`src/rtl/dthr_pkg.sv`:
```
package dthr_pkg;

  typedef enum logic [2:0] {
    CMD_NOP = 3'd0,
    CMD_ACT = 3'd1,
    CMD_RD  = 3'd2,
    CMD_WR  = 3'd3,
    CMD_PRE = 3'd4,
    CMD_REF = 3'd5,
    CMD_ZQC = 3'd6,
    CMD_MRS = 3'd7
  } cmd_kind_e;

  // Only row opens and column accesses draw the power being budgeted.
  function automatic logic counts_against_budget(input logic [2:0] kind);
    logic hit;
    case (cmd_kind_e'(kind))
      CMD_ACT, CMD_RD, CMD_WR: hit = 1'b1;
      default:                 hit = 1'b0;
    endcase
    return hit;
  endfunction

endpackage

```
`src/rtl/dthr_rst_sync.sv`:
```
module dthr_rst_sync (
  input  logic clk,
  input  logic rst_n,
  output logic rst_sync_n
);

  logic meta_q;
  logic sync_q;

  always_ff @(posedge clk or negedge rst_n) begin
    if (!rst_n) begin
      meta_q <= 1'b0;
      sync_q <= 1'b0;
    end else begin
      meta_q <= 1'b1;
      sync_q <= meta_q;
    end
  end

  assign rst_sync_n = sync_q;

endmodule

```
`src/rtl/dthr_us_timer.sv`:
```
module dthr_us_timer #(
  parameter int CYC_PER_US = 1000
) (
  input  logic clk,
  input  logic rst_n,
  output logic win_end
);

  localparam int TW = (CYC_PER_US > 1) ? $clog2(CYC_PER_US) : 1;
  localparam logic [TW-1:0] LAST = TW'(CYC_PER_US - 1);

  logic [TW-1:0] tmr_q;
  logic [TW-1:0] tmr_d;
  logic          at_last;

  always_comb begin
    at_last = (tmr_q == LAST);
    tmr_d   = at_last ? '0 : tmr_q + 1'b1;
  end

  always_ff @(posedge clk or negedge rst_n) begin
    if (!rst_n) begin
      tmr_q <= '0;
    end else begin
      tmr_q <= tmr_d;
    end
  end

  assign win_end = at_last;

endmodule

```
`src/rtl/dthr_cfg_bank.sv`:
```
module dthr_cfg_bank #(
  parameter int NUM_DIMMS = 3,
  parameter int LIM_W     = 12,
  parameter int SEL_W     = 2
) (
  input  logic                            clk,
  input  logic                            rst_n,
  input  logic                            cfg_we,
  input  logic [SEL_W-1:0]                cfg_sel,
  input  logic                            cfg_en,
  input  logic [LIM_W-1:0]                cfg_limit,
  output logic [NUM_DIMMS-1:0][LIM_W-1:0] lim_o,
  output logic [NUM_DIMMS-1:0]            en_o
);

  for (genvar g = 0; g < NUM_DIMMS; g++) begin : g_slot
    logic             wr_ce;
    logic [LIM_W-1:0] lim_q;
    logic [LIM_W-1:0] lim_d;
    logic             en_q;
    logic             en_d;

    always_comb begin
      wr_ce = cfg_we && (cfg_sel == SEL_W'(g));
      lim_d = cfg_limit;
      en_d  = cfg_en;
    end

    always_ff @(posedge clk or negedge rst_n) begin
      if (!rst_n) begin
        lim_q <= '1;
        en_q  <= 1'b1;
      end else if (wr_ce) begin
        lim_q <= lim_d;
        en_q  <= en_d;
      end
    end

    assign lim_o[g] = lim_q;
    assign en_o[g]  = en_q;
  end

endmodule

```
`src/rtl/dthr_dimm_ctr.sv`:
```
module dthr_dimm_ctr #(
  parameter int LIM_W = 12
) (
  input  logic             clk,
  input  logic             rst_n,
  input  logic             hit,
  input  logic             win_end,
  input  logic [LIM_W-1:0] limit,
  input  logic             en,
  output logic [LIM_W-1:0] cnt_o,
  output logic             hold_o
);

  localparam logic [LIM_W-1:0] CNT_MAX = '1;

  logic [LIM_W-1:0] cnt_q;
  logic [LIM_W-1:0] cnt_d;
  logic             cnt_ce;

  // Window close wins over a same-cycle hit: that hit belongs to the old window.
  always_comb begin
    cnt_ce = win_end || (hit && (cnt_q != CNT_MAX));
    cnt_d  = win_end ? '0 : cnt_q + 1'b1;
  end

  always_ff @(posedge clk or negedge rst_n) begin
    if (!rst_n) begin
      cnt_q <= '0;
    end else if (cnt_ce) begin
      cnt_q <= cnt_d;
    end
  end

  assign cnt_o  = cnt_q;
  assign hold_o = en && (cnt_q >= limit);

endmodule

```
`src/rtl/dimm_rate_throttle.sv`:
```
module dimm_rate_throttle #(
  parameter int NUM_DIMMS  = 3,
  parameter int CYC_PER_US = 1000,
  parameter int LIM_W      = 12,
  parameter int SEL_W      = (NUM_DIMMS > 1) ? $clog2(NUM_DIMMS) : 1
) (
  input  logic                 clk,
  input  logic                 rst_n,
  input  logic                 cmd_vld,
  input  logic [2:0]           cmd_kind,
  input  logic [SEL_W-1:0]     cmd_dimm,
  input  logic                 cfg_we,
  input  logic [SEL_W-1:0]     cfg_sel,
  input  logic                 cfg_en,
  input  logic [LIM_W-1:0]     cfg_limit,
  output logic [NUM_DIMMS-1:0] dimm_hold
);

  logic                            rst_i;
  logic                            win_end;
  logic                            cmd_counted;
  logic [NUM_DIMMS-1:0]            hit;
  logic [NUM_DIMMS-1:0][LIM_W-1:0] lim;
  logic [NUM_DIMMS-1:0]            en;
  logic [NUM_DIMMS-1:0][LIM_W-1:0] cnt_q;

  dthr_rst_sync u_rst (
    .clk        (clk),
    .rst_n      (rst_n),
    .rst_sync_n (rst_i)
  );

  dthr_us_timer #(.CYC_PER_US(CYC_PER_US)) u_tmr (
    .clk     (clk),
    .rst_n   (rst_i),
    .win_end (win_end)
  );

  dthr_cfg_bank #(.NUM_DIMMS(NUM_DIMMS), .LIM_W(LIM_W), .SEL_W(SEL_W)) u_cfg (
    .clk       (clk),
    .rst_n     (rst_i),
    .cfg_we    (cfg_we),
    .cfg_sel   (cfg_sel),
    .cfg_en    (cfg_en),
    .cfg_limit (cfg_limit),
    .lim_o     (lim),
    .en_o      (en)
  );

  assign cmd_counted = cmd_vld && dthr_pkg::counts_against_budget(cmd_kind);

  for (genvar g = 0; g < NUM_DIMMS; g++) begin : g_dimm
    assign hit[g] = cmd_counted && (cmd_dimm == SEL_W'(g));

    dthr_dimm_ctr #(.LIM_W(LIM_W)) u_ctr (
      .clk     (clk),
      .rst_n   (rst_i),
      .hit     (hit[g]),
      .win_end (win_end),
      .limit   (lim[g]),
      .en      (en[g]),
      .cnt_o   (cnt_q[g]),
      .hold_o  (dimm_hold[g])
    );
  end

endmodule

```
`config.mk`:
```
export PLATFORM = sky130hd
export DESIGN_NAME = dimm_rate_throttle
export DESIGN_NICKNAME = d
export VERILOG_FILES = /design/src/rtl/dthr_pkg.sv /design/src/rtl/dthr_rst_sync.sv /design/src/rtl/dthr_us_timer.sv /design/src/rtl/dthr_cfg_bank.sv /design/src/rtl/dthr_dimm_ctr.sv /design/src/rtl/dimm_rate_throttle.sv
export SDC_FILE = /design/constraint.sdc
export NUM_CORES = 1
export LEC_CHECK = 0
export BUFFER_PORTS_ARGS = -buffer_cell sky130_fd_sc_hd__buf_2
export CELL_PAD_IN_SITES_DETAIL_PLACEMENT = 1
export CELL_PAD_IN_SITES_GLOBAL_PLACEMENT = 1
export CORE_MARGIN = 2
export CORE_UTILIZATION = 53
export DETAILED_ROUTE_END_ITERATION = 10
export PLACE_DENSITY_LB_ADDON = 0.1
export SLEW_MARGIN = 15
export SYNTH_ARGS = -nofsm -noshare
export SYNTH_HDL_FRONTEND = slang
export SYNTH_SLANG_ARGS = --single-unit
```
`constraint.sdc`:
```
create_clock -name clk -period 4 [get_ports clk]
set_clock_uncertainty 0.15 [all_clocks]
set_input_delay 0.6 -clock clk [delete_from_list [all_inputs] [get_ports clk]]
set_output_delay 0.6 -clock clk [all_outputs]
set_load 0.05 [all_outputs]
```
==> flow_metrics.py, run 1 <==
metrics = {
    "sta": {
        "fmax_mhz": 317,
        "drv_slew": 0,
        "min_period_ps": 3150,
        "rsz0062_at_grt": "false",
        "worst_slew_pin_slew_ps": 958,
        "hold_slack_ps": 189,
        "worst_slack_ps": 849,
        "fin_crit_sh_pct": 78.8,
        "finalSetupViolations": 0,
        "max_slew_margin_pct": 35.5,
        "setup_tns_ps": 0,
        "hold_viol": 0,
    },
    "clock_tree": {
        "numClockSinks": 87,
        "worstSkewPairLatency_ps": 360,
        "htreeDepth": 3,
        "cts_made_buffers": 9,
        "clock_path_buffers": 2,
        "clk_pin_slew_ps": 90,
        "cts_tree": "done",
        "cts_setup_buffers": 0,
        "cts_resized": 0,
        "ctsRootBufferMaster": "clkbuf_8",
    },
    "synthesis": {
        "synth_compound_area_share_pct": 7.99,
        "synth_cell_types": 44,
        "syn-cell-area_mm2": 0.00487,
        "synth_edf_count": 0,
        "synth_warnings": 0,
        "syn_nets": 533,
        "synthArstFlopShare_pct": 100,
        "synth-main-ff-cell": "dfrtp_1",
        "synthCells": 469,
        "yosysTopAreaCell": "dfrtp_1",
        "ys_seq_area_share_pct": 45.7,
        "synthMuxAreaShare_pct": 6.68,
        "synthAdderAreaFrac_pct": 10.3,
        "synth_top_family_by_area": "simple AND/OR/NAND/NOR gates",
        "synth-seq-cells": 87,
        "synth_top_area_share_pct": 24.7,
        "synth_xor_area_share_pct": 7.01,
        "synth_simple_gate_area_share_pct": 17.8,
        "syn_area_per_cell_um2": 10.4,
        "synth_area_leaders": "dfrtp_1 25%, dfstp_2 21%, ha_1 10%, mux2_2 6.5%, xnor2_1 4.0%",
    },
    "setup_path": {
        "reg2reg_depth": 6,
        "reg2reg_slack_ps": 1780,
        "start_kind": "register",
        "critical_path.max_stage_delay_ps": 530,
        "cp_max_fo": 2,
        "regToRegStartpoint": "g_dimm[2].u_ctr.cnt_o[0]",
        "critical_path.top_delay_family": "compound AO/OA/AOI/OAI gates",
        "path_class": "register to primary output",
        "critical_path_arrival_ps": 2400,
        "cp.required_ps": 3250,
        "r2r_end": "g_dimm[2].u_ctr.cnt_o[7]",
        "crit_chain": "inv_1, ha_1, a211o_1, a31oi_1, nor3_1, a211oi_1, o21ai_0, buf_2",
        "crit_path_end_kind": "primary output",
        "cpMaxStageDelayCell": "dfstp_2",
        "crit_buf_inv": 2,
    },
    "route": {
        "wl_mm": 11.0,
        "wl_per_cell_um": 18.2,
        "ant_nets": 0,
        "route.detailed.drc": 0,
        "drt_iter0_drc": 77,
        "via_count": 3499,
        "dr.pass1.iters": 4,
        "routed_via_density": 5.75,
    },
    "die": {
        "fp.coreArea_mm2": 0.00881,
        "dieArea_mm2": 0.00997,
        "die_h_um": 99.9,
        "initial_core_util_pct": 55.3,
        "ioPinCount": 27,
        "fp.dieW_um": 99.9,
        "row_count": 34,
    },
    "run": {
        "maxCapViolCount": 0,
    },
    "final_layout": {
        "antenna_cells": 0,
        "finalNonFillerCells": 608,
        "fin_util_pct": 60.3,
        "area_growth_pct": 9.09,
        "layout-drive-gt1-share_pct": 24.8,
        "fillCellCount": 976,
        "fin_nets": 559,
    },
    "place": {
        "dp_hpwl_mm": 7.79,
        "dp_cells": 590,
        "port-buffer-count": 26,
        "gp_congestion": 0.809,
        "dp_slack_ps": 1230,
    },
    "grt": {
        "grt_pass1_wl_mm": 18.5,
        "antenna_found_initial": 0,
        "grtUsageTotal_pct": 23.6,
        "grt_overflow": 0,
        "grt_pass1_vias": 3752,
        "grt_max_degree": 86,
    },
    "outcome": {
        "outcome": "completed",
    },
    "pwr": {
        "p_leak_uw": 0.00249,
        "powerDensity_mw_per_mm2": 428,
        "peakVddDrop_uv": 268,
    },
    "hold_path": {
        "hp-class": "register to async pin",
    },
}
## state kept, by name, indices dropped and copies added, names as in the netlist
signal and count:
g_dimm.u_ctr.cnt_o 36, u_cfg.g_slot.lim_q 36, u_rst.meta_q 1, u_rst.rst_sync_n 1, u_cfg.g_slot.en_q 3, u_tmr.tmr_q 10
## stage by stage
step,total power (uW),cell area [um^2]
global placement,1600,5080
floorplan,1500,4870
CTS,2290,5290
detailed placement,1650,5080
global route,2410,5310
finish,2270,5310
## worst register-to-register path, delay by kind of cell, from the launching register on
| family | cells | cell delay [ps] |
|---|---|---|
| flops | 1 | 420 |
| simple gates | 4 | 1090 |
| fa+ha+maj | 1 | 230 |
| xor+xnor | 1 | 210 |
## Yosys cell counts, types with 7 or more instances
cell and instances:
a211oi_1 7, a21o_1 9, a21oi_1 7, and3_1 12, clkbuf_1 9, dfrtp_1 48, dfstp_2 39, ha_1 40
inv_1 38, mux2_2 28, nand2_1 29, nand3_1 18, nand4_1 14, nor2_1 46, nor3_1 10, o21ai_0 21
xnor2_1 22, xor2_1 17
## routing by layer
layer,GRT usage [%],wire (um)
met1,29.0,4740
met2,43.3,5950
met3,3.41,202
met4,6.43,159
met5,0,0
## logic make-up (layout without fill, tap and decap cells)
family | Yosys count | count (layout)
compound gates | 55 | 55
flops | 87 | 87
xor+xnor | 39 | 39
simple gates | 165 | 165
mux | 29 | 29
buf+inv | 53 | 84
other cells | 1 | 1
fa+ha+maj | 40 | 40
## power by group
group          internal, uW  total (uW)  switching (uW)
clock                   307         629             323
sequential             1060        1180             121
combinational           228         466             239
total                  1590        2270             683
## worst max-delay path by stage
stage,to,start,cells past startpoint
after global routing,dimm_hold[0],u_cfg.g_slot[0].lim_q[2],8
final,dimm_hold[1],u_cfg.g_slot[1].lim_q[2],8
after floorplan,g_dimm[0].u_ctr.cnt_o[0],u_rst.rst_sync_n,0
after detailed placement,dimm_hold[1],u_cfg.g_slot[1].lim_q[2],8
after global placement,dimm_hold[1],u_cfg.g_slot[1].lim_q[2],8
after CTS,dimm_hold[1],u_cfg.g_slot[1].lim_q[2],8
## repair_timing
| item | 4_1_cts | 5_1_grt |
|---|---|---|
| hold endpoints to repair | 2 | 0 |
| endpoints found under the setup margin | 0 | 0 |
| hold buffers | 1 | 0 |
## layout make-up
type,count,area (um^2),share of cell area (%)
Multi-Input combinational cell,329,2430,45.8
Sequential cell,87,2230,42.0
Timing Repair Buffer,30,175,3.30
Inverter,38,143,2.68
Clock buffer,11,141,2.66
Tap cell,108,135,2.54
Clock inverter,5,57.6,1.08
## cells in the final DEF (no fill, tap or decap), types with 3 or more instances in the layout
cell type,count
nor2_1,46
nor3_1,10
dfstp_2,39
a31oi_1,4
a211oi_1,7
mux2_2,28
a211o_1,3
clkbuf_8,10
nand4b_1,4
and3_1,12
ha_1,40
nor4_1,4
o21ai_0,21
a21o_1,9
xnor2_1,22
nand2b_1,5
dfrtp_1,47
xor2_1,17
buf_2,26
and2_1,3
inv_1,38
nand4_1,14
a21oi_1,7
nand2_1,29
nand3_1,18
nor2b_1,5
Power figures use the tool's default switching activity.
==> inputs of run 2 (changes only) <==
--- a/config.mk
+++ b/config.mk
@@ -5,11 +5,12 @@
 export SDC_FILE = /design/constraint.sdc
 export NUM_CORES = 1
 export LEC_CHECK = 0
+export ABC_AREA = 1
 export BUFFER_PORTS_ARGS = -buffer_cell sky130_fd_sc_hd__buf_2
 export CELL_PAD_IN_SITES_DETAIL_PLACEMENT = 1
 export CELL_PAD_IN_SITES_GLOBAL_PLACEMENT = 1
 export CORE_MARGIN = 2
-export CORE_UTILIZATION = 53
+export CORE_UTILIZATION = 46
 export DETAILED_ROUTE_END_ITERATION = 10
 export PLACE_DENSITY_LB_ADDON = 0.1
 export SLEW_MARGIN = 15
==> constraint.sdc (replaced) <==
create_clock -name clk -period 2.9 [get_ports clk]
set_clock_uncertainty 0.15 [all_clocks]
set_input_delay 0.435 -clock clk [delete_from_list [all_inputs] [get_ports clk]]
set_output_delay 0.435 -clock clk [all_outputs]
set_load 0.05 [all_outputs]
==> run 2 against run 1 <==
Net effect:
- combinational power increased by 35%
- via count up 40%
- worst setup slack worse by 590 ps
- die area increased by 31%
- critical path depth rose by 3
- register-to-register slack worse by 990 ps
- sequential share of layout area down 5.1 points
- count of clock-buffer cells in the layout grew 3
- wire length rose by 32%
- non-clock buffer count grew 2
- sequential power increased by 31%
- core utilization shrank 9.6 points
- critical endpoint is now dimm_hold[0]
- largest cell class unchanged
- largest power group unchanged
==> flow_metrics.py, run 2 <==
metrics = {
    "sta": {
        "hold_viol": 0,
        "finalSetupViolations": 0,
        "fmax_mhz": 379,
        "max_slew_margin_pct": 52.8,
        "worst_slew_pin_slew_ps": 706,
        "setup_tns_ps": 0,
        "rsz0062_at_grt": "false",
        "min_period_ps": 2640,
        "drv_slew": 0,
        "fin_crit_sh_pct": 91.0,
        "worst_slack_ps": 260,
    },
    "route": {
        "wl_mm": 14.6,
        "wl_per_cell_um": 15.9,
        "met3WireLength_um": 394,
        "route.detailed.drc": 0,
        "maxUsedRoutingLayer": "met4",
        "ant_nets": 0,
        "via_count": 4907,
        "drt_iter0_drc": 229,
        "dr.pass1.iters": 4,
        "routed_via_density": 5.35,
        "wl_met1_mm": 6.20,
        "dr_wl_met2_mm": 7.67,
    },
    "pwr": {
        "p_total_uw": 3260,
        "p_leak_uw": 0.00320,
        "peakVddDrop_uv": 281,
        "powerDensity_mw_per_mm2": 539,
    },
    "synthesis": {
        "synthCells": 745,
        "synth_area_leaders": "dfrtp_1 22%, dfstp_2 18%, nand2_1 14%, ha_1 9.0%, inv_1 7.5%",
        "synth_edf_count": 0,
        "synth_cell_types": 36,
        "syn-cell-area_mm2": 0.00558,
        "synth.top_cells.by_count": "207 x nand2_1, 111 x inv_1, 68 x nand3_1",
        "ys_seq_area_share_pct": 39.9,
        "synth_top_area_share_pct": 21.5,
        "synthArstFlopShare_pct": 100,
        "yosysTopAreaCell": "dfrtp_1",
        "syn_area_per_cell_um2": 7.49,
        "synth-seq-cells": 87,
        "syn_nets": 809,
        "yosysMostFrequentCell": "nand2_1",
        "synth-main-ff-cell": "dfrtp_1",
        "synth_warnings": 0,
    },
    "setup_path": {
        "cp.required_ps": 2320,
        "crit_path_end_kind": "primary output",
        "critical_path.top_delay_family": "flip-flops",
        "critical_path.max_stage_delay_ps": 540,
        "start_kind": "register",
        "crit_chain": "inv_1, ha_1, nand2_1, inv_1, nand2_1, nand2_1, nand2_1, nand4_1, nand2_1, inv_1, buf_2",
        "worst_path_most_repeated_cell": "nand2_1",
        "path_class": "register to primary output",
        "cp_max_fo": 3,
        "cpMaxStageDelayCell": "dfstp_2",
        "crit_buf_inv": 4,
        "critical_path_arrival_ps": 2060,
    },
    "final_layout": {
        "fin_nets": 830,
        "finalNonFillerCells": 918,
        "final_cell_mix": "207 x nand2_1, 111 x inv_1, 68 x nand3_1",
        "layout-drive-gt1-share_pct": 15.0,
        "antenna_cells": 0,
        "fin_util_pct": 50.8,
        "final_common_cell": "nand2_1",
        "area_growth_pct": 8.39,
        "fillCellCount": 1517,
    },
    "die": {
        "dieArea_mm2": 0.0130,
        "fp.coreArea_mm2": 0.0119,
        "die_h_um": 114,
        "initial_core_util_pct": 46.8,
        "row_count": 40,
        "ioPinCount": 27,
        "fp.dieW_um": 114,
    },
    "place": {
        "port-buffer-count": 26,
        "dp_cells": 901,
        "dp_hpwl_mm": 10.9,
        "gp_congestion": 0.855,
        "dp_slack_ps": 651,
    },
    "clock_tree": {
        "numClockSinks": 87,
        "cts_setup_buffers": 0,
        "htreeDepth": 3,
        "worstSkewPairLatency_ps": 350,
        "postCtsHoldBufs": 1,
        "ctsRootBufferMaster": "clkbuf_16",
        "cts_made_buffers": 9,
        "clk_pin_slew_ps": 60,
        "cts_tree": "done",
        "clock_path_buffers": 2,
        "cts_resized": 0,
    },
    "grt": {
        "grtUsageTotal_pct": 24.8,
        "grt_overflow": 0,
        "grt_pass1_wl_mm": 25.2,
        "grt_max_degree": 44,
        "antenna_found_initial": 0,
        "grt_pass1_vias": 5220,
    },
    "outcome": {
        "outcome": "completed",
    },
    "hold_path": {
        "hp-class": "register to async pin",
    },
    "run": {
        "maxCapViolCount": 0,
    },
}
run 2: cell types whose count changed after synthesis, moves of 7 or more:
cell      change
a211oi_1      -7
and3_1       -11
inv_1        +73
inv_2         +9
mux2_2       -28
nand2_1     +178
nand3_1      +50
nand4_1      +21
nor2_1        +9
o21ai_0      +22
xnor2_1      -21
xor2_1       -10
run 2: report_power, final:
group | leakage (uW) | total (uW) | internal, uW | switching (uW)
clock | 0.000131 | 1080 | 603 | 481
combinational | 0.00202 | 631 | 248 | 383
sequential | 0.00105 | 1550 | 1410 | 134
total | 0.00320 | 3260 | 2260 | 998
run 2: path summary, 6_finish.rpt:
check,from,end,slack (ps),depth (start not counted)
min,u_rst.rst_sync_n,g_dimm[2].u_ctr.cnt_o[11],200,0
max reg2reg,u_tmr.tmr_q[0],g_dimm[2].u_ctr.cnt_o[0],790,6
min in group clk,u_rst.meta_q,u_rst.rst_sync_n,210,0
max in group asynchronous,u_rst.rst_sync_n,u_cfg.g_slot[1].lim_q[10],1680,1
min reg2reg,u_rst.rst_sync_n,g_dimm[2].u_ctr.cnt_o[11],200,0
max,u_cfg.g_slot[0].lim_q[7],dimm_hold[0],260,11
run 2: final cells by class:
class,count,area (um^2),share of cell area [%]
Clock buffer,14,254,4.20
Clock inverter,2,10.0,0.166
Inverter,122,458,7.57
Multi-Input combinational cell,514,2730,45.2
Sequential cell,87,2230,36.9
Tap cell,147,184,3.04
Timing Repair Buffer,32,178,2.94
run 2: per-layer routing:
layer	GRT usage (%)	vias up
met5	0	-
met4	9.35	0
met3	4.66	27
met2	45.3	62
met1	28.6	2396
li1	-	2422
run 2: cells by family (layout without fill, tap and decap cells):
| family | Yosys count | after routing | share of synthesized area (%) |
|---|---|---|---|
| xor gates and xnor gates | 8 | 8 | 1.26 |
| DFF | 87 | 87 | 39.9 |
| buffers and inverters | 144 | 170 | 11.1 |
| AOI/OAI and AO/OA | 69 | 69 | 6.57 |
| adders and majority gates | 40 | 40 | 8.97 |
| and+or+nand+nor | 396 | 396 | 32.1 |
| other | 1 | 1 | 0.0672 |
run 2: metrics by stage:
step	cell area [um^2]	hold slack [ps]
after global placement	5770	69.6
after detailed placement	5770	72.1
after floorplan	5580	-10.6
after CTS	6050	213
final	6050	202
after global routing	6050	227
